<file path="config.mk">
export PLATFORM = sky130hd
export DESIGN_NAME = btb_top
export DESIGN_NICKNAME = d
export VERILOG_FILES = /design/src/rtl/btb_pkg.sv /design/src/rtl/btb_cam.sv /design/src/rtl/btb_victim.sv /design/src/rtl/btb_top.sv
export SDC_FILE = /design/constraint.sdc
export NUM_CORES = 2
export LEC_CHECK = 0
export ABC_AREA = 1
export BUFFER_PORTS_ARGS = -buffer_cell sky130_fd_sc_hd__buf_4
export CAP_MARGIN = 20
export CORE_MARGIN = 2
export CORE_UTILIZATION = 30
export DETAILED_ROUTE_END_ITERATION = 8
export PLACE_DENSITY_LB_ADDON = 0.12
export SYNTH_ARGS = -nofsm -noshare
export SYNTH_HDL_FRONTEND = slang
export SYNTH_HIERARCHICAL = 1
export SYNTH_SLANG_ARGS = --single-unit
</file>
<file path="constraint.sdc">
create_clock -name clk -period 10.1 [get_ports clk]
set_clock_uncertainty 0.2 [all_clocks]
set_input_delay 1.01 -clock clk [delete_from_list [all_inputs] [get_ports clk]]
set_output_delay 1.01 -clock clk [all_outputs]
set_load 0.02 [all_outputs]
</file>
<file path="src/rtl/btb_pkg.sv">
package btb_pkg;

  typedef logic [1:0] dir_ctr_t;

  localparam dir_ctr_t CTR_NEW = 2'b11;

  function automatic dir_ctr_t ctr_step(input dir_ctr_t cur, input logic went);
    dir_ctr_t nxt;
    nxt = cur;
    if (went && cur != 2'b11) nxt = cur + 2'b01;
    else if (!went && cur != 2'b00) nxt = cur - 2'b01;
    return nxt;
  endfunction

endpackage

</file>
<file path="src/rtl/btb_cam.sv">
module btb_cam #(
  parameter int N  = 8,
  parameter int AW = 32,
  localparam int IW = $clog2(N)
) (
  input  logic [N-1:0]  vld,
  input  logic [AW-1:0] tags [N],
  input  logic [AW-1:0] key,
  output logic          found,
  output logic [IW-1:0] slot
);
  logic [N-1:0] match;

  for (genvar g = 0; g < N; g++) begin : g_cmp
    assign match[g] = vld[g] && (tags[g] == key);
  end

  assign found = |match;

  always_comb begin
    slot = '0;
    for (int i = N - 1; i >= 0; i--) begin
      if (match[i]) slot = IW'(i);
    end
  end
endmodule

</file>
<file path="src/rtl/btb_victim.sv">
module btb_victim #(
  parameter int N = 8,
  localparam int IW = $clog2(N)
) (
  input  logic          clk,
  input  logic          rst_n,
  input  logic [N-1:0]  vld,
  input  logic          alloc,
  output logic [IW-1:0] victim
);
  logic [IW-1:0] rr_q;
  logic [IW-1:0] free_slot;
  logic          full;

  assign full = &vld;

  always_comb begin
    free_slot = '0;
    for (int i = N - 1; i >= 0; i--) begin
      if (!vld[i]) free_slot = IW'(i);
    end
  end

  assign victim = full ? rr_q : free_slot;

  always_ff @(posedge clk) begin
    if (!rst_n) begin
      rr_q <= '0;
    end else if (alloc && full) begin
      rr_q <= (rr_q == IW'(N - 1)) ? '0 : rr_q + 1'b1;
    end
  end
endmodule

</file>
<file path="src/rtl/btb_top.sv">
module btb_top #(
  parameter int N          = 8,
  parameter int AW         = 32,
  parameter int INST_BYTES = 4
) (
  input  logic          clk,
  input  logic          rst_n,
  input  logic [AW-1:0] fetch_pc,
  output logic          hit,
  output logic          pred_taken,
  output logic [AW-1:0] next_pc,
  input  logic          upd_valid,
  input  logic [AW-1:0] upd_pc,
  input  logic          upd_taken,
  input  logic [AW-1:0] upd_target
);
  import btb_pkg::*;

  localparam int IW = $clog2(N);
  localparam logic [AW-1:0] STEP = AW'(INST_BYTES);

  logic [N-1:0]  vld_q;
  logic [AW-1:0] tag_q [N];
  logic [AW-1:0] tgt_q [N];
  dir_ctr_t      ctr_q [N];

  logic [IW-1:0] look_slot;
  logic          upd_hit;
  logic [IW-1:0] upd_slot;
  logic [IW-1:0] victim;
  logic          alloc;

  btb_cam #(.N(N), .AW(AW)) i_look_cam (
    .vld(vld_q), .tags(tag_q), .key(fetch_pc), .found(hit), .slot(look_slot)
  );

  btb_cam #(.N(N), .AW(AW)) i_upd_cam (
    .vld(vld_q), .tags(tag_q), .key(upd_pc), .found(upd_hit), .slot(upd_slot)
  );

  assign alloc = upd_valid && upd_taken && !upd_hit;

  btb_victim #(.N(N)) i_victim (
    .clk(clk), .rst_n(rst_n), .vld(vld_q), .alloc(alloc), .victim(victim)
  );

  assign pred_taken = hit && ctr_q[look_slot][1];
  assign next_pc    = pred_taken ? tgt_q[look_slot] : fetch_pc + STEP;

  for (genvar e = 0; e < N; e++) begin : g_entry
    always_ff @(posedge clk) begin
      if (!rst_n) begin
        vld_q[e] <= 1'b0;
        tag_q[e] <= '0;
        tgt_q[e] <= '0;
        ctr_q[e] <= '0;
      end else if (upd_valid && upd_hit && upd_slot == IW'(e)) begin
        ctr_q[e] <= ctr_step(ctr_q[e], upd_taken);
        if (upd_taken) tgt_q[e] <= upd_target;
      end else if (alloc && victim == IW'(e)) begin
        vld_q[e] <= 1'b1;
        tag_q[e] <= upd_pc;
        tgt_q[e] <= upd_target;
        ctr_q[e] <= CTR_NEW;
      end
    end
  end
endmodule

</file>
After elaboration in Yosys (flattened, before gate mapping)

Memories as Yosys holds them, arrays and structs flattened.
Cells that the tools add are included.

Bits in registers: 267
Memories: 2
Bits in writable memories: 272
Output and inout bits: 34

Eq/ne operators: 39
Reduce and logical (&&, ||, !) cells: 76
Muxes and demuxes: 173
Bitwise operators: 40
Add/subtract/negate cells: 18

Memory list:

| memory | words | width | rd ports | clocked after memory_dff | wr ports | RTL line      | RTL |
|---|---|---|---|---|---|---|---|
| tgt_q  | 8     | 32    | 1        | 0                        | 8        | btb_top.sv:24 | `logic [AW-1:0] tgt_q [N];` |
| ctr_q  | 8     | 2     | 9        | 0                        | 8        | btb_top.sv:25 | `dir_ctr_t ctr_q [N];` |

Operators by type and width:

| operator                                            | count |
|---|---|
| two-way mux 32 bit                                  | 17 |
| equality test 32 bit                                | 16 |
| two-way mux 2 bit                                   | 48 |
| two-way mux 1 bit                                   | 82 |
| two-way mux 3 bit                                   | 26 |
| logical AND 1 bit                                   | 53 |
| adder 32 x 3 -> 32 bit, second input constant       | 1 |
| bitwise OR 1 bit                                    | 32 |
| equality test 3 bit, second input constant          | 9 |
| adder 2 x 1 -> 2 bit, second input constant         | 8 |
| != test 2 bit, second input constant                | 8 |
| AND reduction 2 bit                                 | 8 |
| nonzero test 2 bit                                  | 8 |
| OR reduction 8 bit                                  | 2 |
| subtractor 2 x 1 -> 2 bit, second input constant    | 8 |
| equality test 3 x 2 -> 1 bit, second input constant | 4 |
| inverter 1 bit                                      | 8 |
| AND reduction 8 bit                                 | 1 |
| equality test 3 x 1 -> 1 bit, second input constant | 2 |
| zero test 3 bit                                     | 2 |
| adder 3 x 1 -> 3 bit, second input constant         | 1 |
| zero test 1 bit                                     | 2 |

Depth between registers and ports, before layout

Depth in word-level cells: 17
Mapped depth: 27
Gate-level depth less buffers: 24

By module

Netlist, hierarchy kept.

Modules (own cells, without submodules):

| module     | cells each | sequential area each (um^2) | times used | area an instance (um^2) |
|---|---|---|---|---|
| btb_top    | 2888       | 13452.9                     | 1          | 23237.3 |
| btb_cam    | 750        | 0.0                         | 2          | 3758.6 |
| btb_victim | 38         | 60.1                        | 1          | 267.8 |

Worst setup path after synthesis

No wires, ideal clock.

Path kind: input-to-output
Start: input port fetch_pc[28]
End: output port next_pc[14]
Stages on the path: 17
Arrival: 3.201 ns
Path buffers: 4
Setup slack: 5.689 ns
Path through: buf_2 -> or2_2 -> a221oi_1 -> nand3_1 -> nand3b_1 -> inv_1 -> a21oi_2 -> buf_4 -> inv_4 -> buf_4 -> buf_2 -> nor2_1 -> o21ai_0 -> nand2_1 -> nand2_1 -> nand3_1 -> nand2_1

Longest elaborated chain between the ends: 13
Elaborated cells on any way between the ends: 29
Those cells by class: eq/ne: 8; mux: 9; reduce/logical: 10; memory: 2

RTL lines:

| item                            | RTL line      | RTL |
|---|---|---|
| start, declared                 | btb_top.sv:8  | `input logic [AW-1:0] fetch_pc,` |
| equality test 32 bit            | btb_cam.sv:15 | `assign match[g] = vld[g] && (tags[g] == key);` |
| logical AND 1 bit               | btb_cam.sv:15 |  |
| two-way mux 3 bit (7 in series) | btb_cam.sv:23 | `if (match[i]) slot = IW'(i);` |
| two-way mux 3 bit (*)           | btb_cam.sv:23 |  |
| net look_slot[0]                | btb_top.sv:27 | `logic [IW-1:0] look_slot;` |
| memory (8 x 2 bit)              | n/a           |  |
| logical AND 1 bit               | btb_top.sv:47 | `assign pred_taken = hit && ctr_q[look_slot][1];` |
| two-way mux 32 bit (*)          | btb_top.sv:48 | `assign next_pc = pred_taken ? tgt_q[look_slot] : fetch_pc + STEP;` |
| end, declared                   | btb_top.sv:11 | `output logic [AW-1:0] next_pc,` |

Mark *: on every way through the listed nets, which the timed path passes. The rest lies on a longest branch.

Worst setup path after layout

Start: input port fetch_pc[7]
End: output port next_pc[1]

The elaborated chain is that of the path after synthesis.

==> Flow_metrics.wiki <==
{| class="wikitable"
! Metric !! Value
|-
| Post-Place Setup Slack || 3110 ps
|-
| Total power after layout || 0.005428 W
|-
| Portion of netlist area occupied by mux cells || 0
|-
| Starting density of the core || 0.3036
|-
| Clock root buffer master || sky130_fd_sc_hd__clkbuf_16
|-
| FILL cells || 11126
|-
| Top flip-flop cell by instance count after synthesis || sky130_fd_sc_hd__edfxtp_1
|-
| Sequential standard cell area || approximately 14000 sq um
|-
| DRT met1 WL || approximately 63 mm
|-
| Measured slew at the worst slew-check pin || between 1000 and 1500 ps
|-
| Classification of the worst setup path || in -> out
|-
| Launching element of the worst setup path || fetch_pc[7]
|-
| Final WS setup || about 3000 ps
|-
| Row count || roughly 120
|-
| Worst R2R End || tgt_q[3][18]
|-
| CP Data Required Time || 8890 ps
|-
| Min Tclk post-route || a little over 7000 ps
|-
| Final setup TNS || 0 ps
|-
| I/O pin cnt || ~130
|-
| Die X-Extent || 325.6 um
|-
| Ratio of total power to cell area || around 160 nW/um^2
|-
| Peak supply drop || 123.7 uV
|-
| Commonest cells after routing, fill and taps aside || sky130_fd_sc_hd__nand2_1 (1261), sky130_fd_sc_hd__nor2_1 (966), sky130_fd_sc_hd__o21ai_0 (391)
|-
| Run status || completed
|-
| Placed insts || 5695
|-
| Half-perimeter wire length of the detailed placement result || 93.39 mm
|-
| Average detailed-routed wire length per instance || ~24 um
|-
| TritonCTS clock tree || done
|-
| RSZ-0062 raised after global routing || false
|-
| Max Freq || 0.1415 GHz
|-
| DRC violation total after the first TritonRoute iteration || around 3200
|-
| Fraction of power consumed by sequential logic || 0.439
|-
| Relative slew slack || 0.2427
|-
| Router iterations before antenna repair || 6
|-
| Register-to-register setup slack || between 4000 and 5000 ps
|-
| Number of warning messages in the yosys log || 6
|-
| Clock-pin slew reported for the worst setup and hold paths after clock tree synthesis || 60 ps
|-
| Highest fanout seen on the critical path || 33
|-
| Routed length on met2 || 63.27 mm
|-
| CP endpoint kind || output pin
|-
| Share of async-settable or async-resettable flops after synthesis || 0
|-
| Sw power || 0.001471 W
|-
| Detailed-route DRC error count || 0
|-
| Post-cts hold buffer count || 0
|-
| TritonCTS Buffers || 67
|-
| Mapped Area || approximately 31000 sq um
|-
| Simple logic cell fraction of the synthesized area || 0.3181
|-
| Synthesized netlist cell count || around 4400
|-
| Max-cap viol count || 0
|-
| Number of antenna violations at the first check in global routing || 5
|-
| Number of setup violations in the final report || 0
|-
| Nets || ~4500
|-
| Area of the placeable core || a little over 100000 sq um
|-
| Vias per std cell || 5.066
|-
| Worst R2R Start || tag_q[1]
|-
| Routability cong. || approximately 1
|-
| Total global routing overflow || 0
|-
| Vias post-DR || roughly 29000
|-
| Hold WS || around 290 ps
|-
| Layout-stage area growth over the synthesis result || 12.81%
|-
| Combined area of the multi-input logic cells || 15120 sq um
|-
| Worst hold path cell count || 2
|-
| Overall die area || between 100000 and 150000 sq um
|-
| Adder-cell share of the synthesized area || 0.001210
|-
| Switching part of the total || 0.2710
|-
| Share of layout cells above drive strength 1 || 0.08909
|-
| Worst Hold Endpoint || tag_q[197]
|-
| Leak || 14.67 nW
|-
| Fraction of synthesized cell area in xor and xnor cells || 0.04941
|-
| Netlist cell types || 53
|-
| Largest net degree at the start of global routing || approximately 170
|-
| Sequential element share of the synthesized area || 0.4356
|-
| Register bit total from synthesis || around 540
|-
| Later-pin clock latency in the skew report || roughly 640 ps
|-
| Hold wc startpoint || tag_q[197]
|-
| Global Route Usage Sum || 0.2601
|-
| CTS Sinks || around 540
|-
| Resized Gates After CTS || 0
|-
| Final Non-Filler Cells || 5814
|-
| FF-to-FF path depth || 16
|-
| Hold crit path type || reg -> reg
|-
| Combinational cell fraction of total power || 0.097
|-
| Count of buffers inserted at the top-level ports || about 130
|-
| Level count of the clock H-tree || 3
|-
| Clock group share of total power || 0.463
|-
| First-pass GRT wire length || 202.7 mm
|-
| Fraction of the mapped netlist area in compound gates || 0.1151
|-
| Internal Dissipation || just under 0.004 W
|-
| Post-Syn Area per Cell || 7.009 sq um
|-
| Buffers inserted during post-CTS setup optimization || 0
|-
| Die span in y || approximately 330 um
|-
| Highest Signal Layer || met5
|-
| Final max-slew violation count || 0
|-
| Total length of routed wires || 141.1 mm
|-
| Hold violation count in the final report || 0
|-
| Residual antenna-violating net count after detailed routing || 0
|-
| Post-route clock period utilization || 0.6999
|-
| Commonest non-fill, non-tap cell in the layout || sky130_fd_sc_hd__nand2_1
|-
| Longest Clk Path Bufs || 3
|-
| Number of global-route vias before repair || around 28000
|-
| Met3 Wirelength || between 9 and 10 mm
|-
| Critical Path Start Type || primary input
|-
| Count of flip-flops with a built-in enable after synthesis || 272
|-
| Number of nets in the synthesized netlist || between 4000 and 5000
|-
| Largest family of logic cells by synthesized area || simple AND/OR/NAND/NOR gates
|-
| Arrival time reported for the critical path endpoint || between 5000 and 6000 ps
|}
[cell families after synthesis]
logic type,count (synthesis)
AND/OR/NAND/NOR,2478
AO/OA/AOI/OAI,656
buffers and inverters,575
flip-flops,539
XOR/XNOR,175
adder cells (fa/ha/maj),3
[state kept, by name, summed over array words and instances (netlist names)]
signal and flops:
vld_q 8, i_victim/rr_q 3, ctr_q 16, tgt_q 256, tag_q 256
[per-layer routing]
layer,vias up,global-route usage
li1,14079,-
met1,13913,0.3557
met2,1181,0.4155
met3,277,0.03483
met4,4,0.1014
met5,-,0
[power by group through the flow]
stage	registers (W)	clock network (W)	logic, W
6_report	0.00238	0.00252	0.000528
5_1_grt	0.00239	0.00263	0.000567
4_1_cts	0.00238	0.00256	0.000525
3_5_place_dp	0.00243	0	0.000523
3_3_place_gp	0.00243	0	0.000525
2_1_floorplan	0.00242	0	0.000296
[per-stage QoR]
stage | cell area (sq um) | util
final | 35000 | 0.3425
after global routing | 34990 | 0.3425
after CTS | 34990 | 0.3425
after detailed placement | 32770 | 0.3207
after global placement | 32770 | 0.3207
after floorplan | 31020 | -
[cell usage after synthesis, types with 3 or more instances]
master | instances | area share
sky130_fd_sc_hd__o22ai_1 | 58 | 0.012
sky130_fd_sc_hd__and2_1 | 3 | 0.00061
sky130_fd_sc_hd__xnor2_1 | 105 | 0.030
sky130_fd_sc_hd__o211ai_1 | 7 | 0.0017
sky130_fd_sc_hd__nand3b_1 | 10 | 0.0024
sky130_fd_sc_hd__and3_1 | 4 | 0.00081
sky130_fd_sc_hd__a221oi_1 | 10 | 0.0028
sky130_fd_sc_hd__o21ai_1 | 69 | 0.011
sky130_fd_sc_hd__a211oi_1 | 8 | 0.0019
sky130_fd_sc_hd__o31ai_1 | 3 | 0.00073
sky130_fd_sc_hd__o221ai_1 | 4 | 0.0011
sky130_fd_sc_hd__inv_2 | 62 | 0.0075
sky130_fd_sc_hd__buf_6 | 11 | 0.0040
sky130_fd_sc_hd__nand3_2 | 6 | 0.0019
sky130_fd_sc_hd__nor3_2 | 4 | 0.0013
sky130_fd_sc_hd__nand3_1 | 94 | 0.015
sky130_fd_sc_hd__nand4_1 | 31 | 0.0063
sky130_fd_sc_hd__nor2_2 | 13 | 0.0026
sky130_fd_sc_hd__a22o_1 | 20 | 0.0056
sky130_fd_sc_hd__or2_1 | 10 | 0.0020
sky130_fd_sc_hd__clkbuf_1 | 108 | 0.013
sky130_fd_sc_hd__o21ai_0 | 391 | 0.063
sky130_fd_sc_hd__a21oi_1 | 70 | 0.011
sky130_fd_sc_hd__or2_2 | 8 | 0.0016
sky130_fd_sc_hd__xor2_1 | 70 | 0.020
sky130_fd_sc_hd__nor4_1 | 10 | 0.0020
sky130_fd_sc_hd__nand2_2 | 12 | 0.0024
sky130_fd_sc_hd__buf_1 | 6 | 0.00073
sky130_fd_sc_hd__clkinv_1 | 4 | 0.00048
sky130_fd_sc_hd__nor3_1 | 20 | 0.0032
sky130_fd_sc_hd__nor2_4 | 4 | 0.0015
sky130_fd_sc_hd__nor2_1 | 968 | 0.12
sky130_fd_sc_hd__nand2_1 | 1270 | 0.15
sky130_fd_sc_hd__inv_1 | 245 | 0.030
sky130_fd_sc_hd__buf_2 | 105 | 0.017
sky130_fd_sc_hd__ha_1 | 3 | 0.0012
sky130_fd_sc_hd__edfxtp_1 | 272 | 0.26
sky130_fd_sc_hd__a21boi_1 | 6 | 0.0015
sky130_fd_sc_hd__buf_4 | 33 | 0.0080
sky130_fd_sc_hd__dfxtp_1 | 267 | 0.17
[worst max-delay path, cell delays in order]
cell and delay (ps):
sky130_fd_sc_hd__buf_4 170, sky130_fd_sc_hd__inv_1 490, sky130_fd_sc_hd__o21ai_0 170, sky130_fd_sc_hd__nor2_1 120
sky130_fd_sc_hd__nand2_1 60, sky130_fd_sc_hd__nor2_1 130, sky130_fd_sc_hd__nand3_1 120, sky130_fd_sc_hd__o21ai_1 270
sky130_fd_sc_hd__nand3_1 200, sky130_fd_sc_hd__a21oi_4 800, sky130_fd_sc_hd__inv_2 390, sky130_fd_sc_hd__nand3_1 190
sky130_fd_sc_hd__nand2_1 60, sky130_fd_sc_hd__nand2_1 60, sky130_fd_sc_hd__nand2_2 470, sky130_fd_sc_hd__nand2_1 190
sky130_fd_sc_hd__buf_4 380, sky130_fd_sc_hd__nand2_1 90, sky130_fd_sc_hd__nand2_1 210, sky130_fd_sc_hd__buf_4 190
[how the worst max path moves through the flow]
stage / endpoint / cells past startpoint / slack [ps]
5_1_grt: next_pc[1] / 25 / 2720
3_3_place_gp: next_pc[1] / 20 / 3110
3_5_place_dp: next_pc[1] / 20 / 3110
2_1_floorplan: next_pc[14] / 17 / 5690
4_1_cts: next_pc[1] / 20 / 3110
6_report: next_pc[1] / 20 / 3030
[layout make-up]
type	count	area share
clock inverters	30	0.01148
flip-flops and latches	539	0.3861
inverters	312	0.03353
clock buffers	88	0.05223
diodes	1	0.00007150
multi-input cells	3312	0.4319
repair buffers	164	0.03572
well taps	1368	0.04891
No activity file was read; power rests on OpenSTA's default activity.
